`src/rtl/sfmt_pkg.sv`:
```
package sfmt_pkg;
    parameter int unsigned REG_BYTES = 8;
    localparam int unsigned REG_W    = REG_BYTES * 8;
    localparam int unsigned LINE_B   = REG_BYTES * 2;
    localparam int unsigned NB_W     = $clog2(REG_BYTES) + 1;
    localparam int unsigned EN_CNT_W = $clog2(LINE_B) + 1;

    typedef enum logic [2:0] {
        SZ_BYTE  = 3'd0,
        SZ_HALF  = 3'd1,
        SZ_WORD  = 3'd2,
        SZ_DWORD = 3'd3,
        SZ_QUAD  = 3'd4
    } acc_size_e;

    typedef struct packed {
        logic              vld;
        logic [REG_W-1:0]  lo;
        logic [REG_W-1:0]  hi;
        logic [LINE_B-1:0] be;
        logic              bad;
    } fmt_state_t;
endpackage

```
`src/rtl/sfmt_lane_pick.sv`:
```
module sfmt_lane_pick #(
    parameter int unsigned BYTES = 8,
    localparam int unsigned CNT_W = $clog2(BYTES) + 1,
    localparam int unsigned SEL_W = $clog2(BYTES)
) (
    input  logic [BYTES*8-1:0] reg_val,
    input  logic [CNT_W-1:0]   nbytes,
    input  logic               reverse,
    output logic [BYTES*8-1:0] lanes
);
    // Lane k receives register byte k (LSB numbering) when reversed,
    // otherwise byte nbytes-1-k; lanes beyond nbytes are zero.
    for (genvar k = 0; k < BYTES; k++) begin : g_lane
        logic [SEL_W-1:0] sel;
        logic             used;
        assign used = (CNT_W'(k) < nbytes);
        assign sel  = reverse ? SEL_W'(k)
                              : SEL_W'(nbytes - CNT_W'(k) - CNT_W'(1));
        assign lanes[k*8 +: 8] = used ? reg_val[{sel, 3'b000} +: 8] : 8'h00;
    end
endmodule

```
`src/rtl/sfmt_enable_gen.sv`:
```
module sfmt_enable_gen #(
    parameter int unsigned LANES = 16,
    localparam int unsigned CNT_W = $clog2(LANES) + 1
) (
    input  logic [CNT_W-1:0] count,
    input  logic             block,
    output logic [LANES-1:0] en
);
    for (genvar k = 0; k < LANES; k++) begin : g_en
        assign en[k] = !block && (CNT_W'(k) < count);
    end
endmodule

```
`src/rtl/sfmt_store_fmt.sv`:
```
module sfmt_store_fmt
    import sfmt_pkg::*;
#(
    parameter int unsigned IDX_W = 5
) (
    input  logic              clk,
    input  logic              rst_n,
    input  logic              in_valid,
    input  logic [2:0]        acc_size,
    input  logic              byte_rev,
    input  logic              little_endian,
    input  logic [IDX_W-1:0]  src_idx,
    input  logic [REG_W-1:0]  src_data,
    input  logic [REG_W-1:0]  pair_data,
    output logic              out_valid,
    output logic [REG_W-1:0]  lo_data,
    output logic [REG_W-1:0]  hi_data,
    output logic [LINE_B-1:0] byte_en,
    output logic              bad_form
);
    fmt_state_t state_d, state_q;

    logic [NB_W-1:0]     nb_sel;
    logic                rev_sel;
    logic                is_quad;
    logic                form_bad;
    logic [EN_CNT_W-1:0] en_count;
    logic [REG_W-1:0]    src_lanes;
    logic [REG_W-1:0]    pair_lanes;
    logic [LINE_B-1:0]   en_vec;

    // Decode of size, reversal and form validity.
    always_comb begin
        nb_sel   = '0;
        rev_sel  = 1'b0;
        is_quad  = 1'b0;
        form_bad = 1'b0;
        case (acc_size_e'(acc_size))
            SZ_BYTE: begin
                nb_sel = NB_W'(1);
            end
            SZ_HALF: begin
                nb_sel  = NB_W'(2);
                rev_sel = byte_rev;
            end
            SZ_WORD: begin
                nb_sel  = NB_W'(4);
                rev_sel = byte_rev;
            end
            SZ_DWORD: begin
                nb_sel  = NB_W'(REG_BYTES);
                rev_sel = byte_rev;
            end
            SZ_QUAD: begin
                nb_sel   = NB_W'(REG_BYTES);
                rev_sel  = little_endian;
                is_quad  = 1'b1;
                form_bad = src_idx[0];
            end
            default: begin
                form_bad = 1'b1;
            end
        endcase
        en_count = is_quad ? EN_CNT_W'(LINE_B) : EN_CNT_W'(nb_sel);
    end

    sfmt_lane_pick #(.BYTES(REG_BYTES)) u_src_pick (
        .reg_val (src_data),
        .nbytes  (nb_sel),
        .reverse (rev_sel),
        .lanes   (src_lanes)
    );

    sfmt_lane_pick #(.BYTES(REG_BYTES)) u_pair_pick (
        .reg_val (pair_data),
        .nbytes  (NB_W'(REG_BYTES)),
        .reverse (little_endian),
        .lanes   (pair_lanes)
    );

    sfmt_enable_gen #(.LANES(LINE_B)) u_en_gen (
        .count (en_count),
        .block (form_bad || !in_valid),
        .en    (en_vec)
    );

    // Next-state assembly.
    always_comb begin
        state_d     = '0;
        state_d.vld = in_valid;
        state_d.bad = in_valid && form_bad;
        state_d.be  = en_vec;
        if (in_valid && !form_bad) begin
            if (is_quad) begin
                state_d.lo = little_endian ? pair_lanes : src_lanes;
                state_d.hi = little_endian ? src_lanes  : pair_lanes;
            end else begin
                state_d.lo = src_lanes;
                state_d.hi = '0;
            end
        end
    end

    always_ff @(posedge clk) begin
        if (!rst_n) begin
            state_q <= '0;
        end else begin
            state_q <= state_d;
        end
    end

    assign out_valid = state_q.vld;
    assign lo_data   = state_q.lo;
    assign hi_data   = state_q.hi;
    assign byte_en   = state_q.be;
    assign bad_form  = state_q.bad;
endmodule

```
`config.mk`:
```
export PLATFORM = sky130hd
export DESIGN_NAME = sfmt_store_fmt
export DESIGN_NICKNAME = d
export VERILOG_FILES = /design/src/rtl/sfmt_pkg.sv /design/src/rtl/sfmt_lane_pick.sv /design/src/rtl/sfmt_enable_gen.sv /design/src/rtl/sfmt_store_fmt.sv
export SDC_FILE = /design/constraint.sdc
export NUM_CORES = 1
export LEC_CHECK = 0
export ABC_AREA = 1
export CAP_MARGIN = 40
export CORE_MARGIN = 2
export CORE_UTILIZATION = 40
export CTS_CLUSTER_DIAMETER = 40
export CTS_CLUSTER_SIZE = 20
export DETAILED_ROUTE_END_ITERATION = 8
export HOLD_SLACK_MARGIN = 0.03
export PLACE_DENSITY = 0.75
export SLEW_MARGIN = 20
export SYNTH_ARGS = -nofsm -noshare
export SYNTH_HDL_FRONTEND = slang
export SYNTH_SLANG_ARGS = --single-unit
```
`constraint.sdc`:
```
create_clock -name clk -period 4.5 [get_ports clk]
set_input_delay 0.9 -clock clk [delete_from_list [all_inputs] [get_ports clk]]
set_output_delay 0.9 -clock clk [all_outputs]
set_load 0.005 [all_outputs]
```
==> flow_metrics.py <==
metrics = {
    "status": {
        "status": "finished clean",
    },
    "placed_design": {
        "post-place-ws_ns": 0.7177,
        "placed_area_um2": 10370,
        "io_buffer_count": 282,
        "gp_congestion": 0.9355,
        "hpwl_mm": 21.81,
    },
    "global_routing": {
        "grt_max_degree": 100,
        "grt_pass1_vias": 8353,
        "grt_pass1_wl_mm": 46.03,
        "antenna_found_initial": 0,
        "grtUsageTotal": 0.2970,
        "overflow": 0,
    },
    "cts": {
        "clockRootBuffer": "clkbuf_16",
        "tritoncts": "done",
        "clock_path_buffers": 2,
        "cts_sinks": 146,
        "postCtsHoldBufs": 0,
        "cts-htree-levels": 4,
        "clkTransAtPathRegs_ns": 0.06,
        "post_cts_resized": 0,
        "postCtsSetupRepairBufs": 0,
        "numCtsBuffers": 17,
    },
    "power": {
        "combPwrFrac": 0.228,
        "peakVddDrop_mv": 0.2657,
        "power_w": 0.003547,
        "clockPowerShare": 0.398,
        "power.density_nw_per_um2": 323.0,
        "p_leak_nw": 4.541,
        "intPower_w": 0.002431,
        "p_switching_w": 0.001116,
        "swShare": 0.3147,
        "seq_power_share": 0.374,
    },
    "routing": {
        "drt-pass1-iter-count": 5,
        "via_per_inst": 5.694,
        "avgRoutedWirePerCell_um": 19.04,
        "wirelength_mm": 30.20,
        "drc": 0,
        "vias": 9030,
        "drtAntennaViolNets": 0,
        "drt_iter0_markers": 730,
    },
    "yosys": {
        "yosys.area_share.adder": 0,
        "synth_top_cells_by_area": "dfxtp_1 39%, nand3_1 15%, o21ai_0 8.1%, nand2_1 7.6%, a21oi_1 7.4%",
        "synth_compound_gate_area_share": 0.1696,
        "synth_simple_gate_area_frac": 0.3381,
        "syn_nets": 1247,
        "ys_seq_area_frac": 0.3873,
        "yosysTopAreaCellShare": 0.3873,
        "synthCells": 1106,
        "yosys_warnings": 0,
        "synth_seq_cells": 146,
        "synth_top_cell_by_area": "dfxtp_1",
        "synthMuxAreaShare": 0,
        "synth_xor_area_frac": 0,
        "netlist_area_um2": 7546,
        "synth_top_family_by_area": "simple AND/OR/NAND/NOR gates",
        "synth_cell_types": 25,
        "syn_area_per_cell_um2": 6.823,
    },
    "cells_and_area": {
        "fin_util": 0.5910,
        "final_common_cell": "clkdlybuf4s50_1",
        "fin_area_um2": 10980,
        "drive_gt1_frac": 0.06361,
        "final_nets": 1480,
        "syn_to_final_growth_pct": 45.51,
        "antenna_cells_inserted": 0,
        "mostFrequentLayoutCells": "281 x clkdlybuf4s50_1, 226 x nand3_1, 153 x nand2_1",
    },
    "sta": {
        "slew_violations": 0,
        "slew_headroom": 0.5023,
        "hold_viol": 0,
        "setup-tns-final_ns": 0,
        "finalWorstSetupSlack_ns": 1.113,
        "period_needed_ns": 3.387,
        "setup_viol": 0,
        "rsz0062_at_grt": "false",
        "fmax_mhz": 295.2,
        "period_share": 0.7527,
        "worstMarginPinSlew_ns": 0.7465,
    },
    "setup_path": {
        "crit_chain": "clkdlybuf4s50_1 > nor2_2 > nand2_4 > nand3_4 > nand2_1 > nand3_1 > nand3_1 > nand3_1 > a21oi_1",
        "cp-startpoint": "acc_size[2]",
        "crit_path_max_incr_delay_ns": 0.68,
        "cpMaxStageDelayCell": "clkdlybuf4s50_1",
        "worstSetupPathType": "primary input to flip-flop",
        "crit_end": "hi_data[59]",
        "cp-end-kind": "flip-flop",
        "cp_common_cell": "nand3_1",
        "arrival_ns": 3.73,
        "crit_fanout": 64,
        "crit_required_ns": 4.84,
        "cp-start-kind": "primary input",
    },
    "min_path": {
        "holdPathStages": 2,
        "worstHoldPathType": "primary input to flip-flop",
    },
    "die": {
        "initial_core_util": 0.4061,
        "rows": 50,
        "die_h_um": 141.4,
        "die_area_um2": 19980,
        "core-area_um2": 18580,
        "fp.dieW_um": 141.4,
        "ioPinCount": 287,
    },
    "flow_run": {
        "maxCapViolations": 0,
    },
}
[worst max-delay path: cells and delay by family]
kind | cells | cell delay (ns)
and+or+nand+nor | 7 | 1.91
buffers and inverters | 1 | 0.68
AOI/OAI and AO/OA | 1 | 0.22
[how the worst min path moves through the flow]
| stage | start | endpoint | slack (ns) |
|---|---|---|---|
| 2_1_floorplan | acc_size[2] | bad_form | 1.04 |
| 3_3_place_gp | little_endian | hi_data[4] | 1.29 |
| 3_5_place_dp | little_endian | hi_data[2] | 1.30 |
| 4_1_cts | little_endian | hi_data[2] | 0.85 |
| 5_1_grt | little_endian | hi_data[2] | 0.87 |
| 6_report | little_endian | hi_data[2] | 0.88 |
[flip-flops by register name (all words and copies together), names as in the netlist]
name,cells
bad_form,1
hi_data,64
lo_data,64
out_valid,1
byte_en,16
[power by group through the flow]
stage / sequential (W) / combinational, W / clock (W)
3_3_place_gp: 0.00136 / 0.000777 / 0
2_1_floorplan: 0.00136 / 0.000437 / 0
6_report: 0.00133 / 0.000807 / 0.00141
4_1_cts: 0.00133 / 0.000788 / 0.00143
5_1_grt: 0.00133 / 0.000874 / 0.00149
3_5_place_dp: 0.00136 / 0.000784 / 0
[cells by family after synthesis]
logic type | after synthesis
AOI/OAI and AO/OA | 255
buffers and inverters | 181
DFF | 146
and+or+nand+nor | 524
[layout make-up]
cell class	count	area [µm²]
Timing Repair Buffer	304	3005
Multi-Input combinational cell	779	3831
Clock buffer	18	439.2
Sequential cell	146	2923
Fill cell	1731	7600
Inverter	91	341.6
Tap cell	234	292.8
Clock inverter	14	147.6
[metrics by stage]
step	instances	hold slack (ns)
after floorplan	1106	1.035
after global placement	1553	1.291
after detailed placement	1553	1.295
after CTS	1585	0.8520
after global routing	1586	0.8727
final	1586	0.8820
[layer usage]
layer,share of wire,GRT usage,vias to the layer above
li1,-,-,4265
met1,0.40,0.3671,4139
met2,0.47,0.4992,543
met3,0.090,0.06682,83
met4,0.041,0.1258,0
met5,0,0,-
[Yosys cell counts, drive strengths merged]
library cell and n:
clkbuf 36, nand3 230, nor3 4, nand3b 1, o21ai 143, nand4 65, buf 54, a21oi 112
nand2 159, inv 91, dfxtp 146, nor2 61, and2 4
Power figures use the tool's default switching activity.
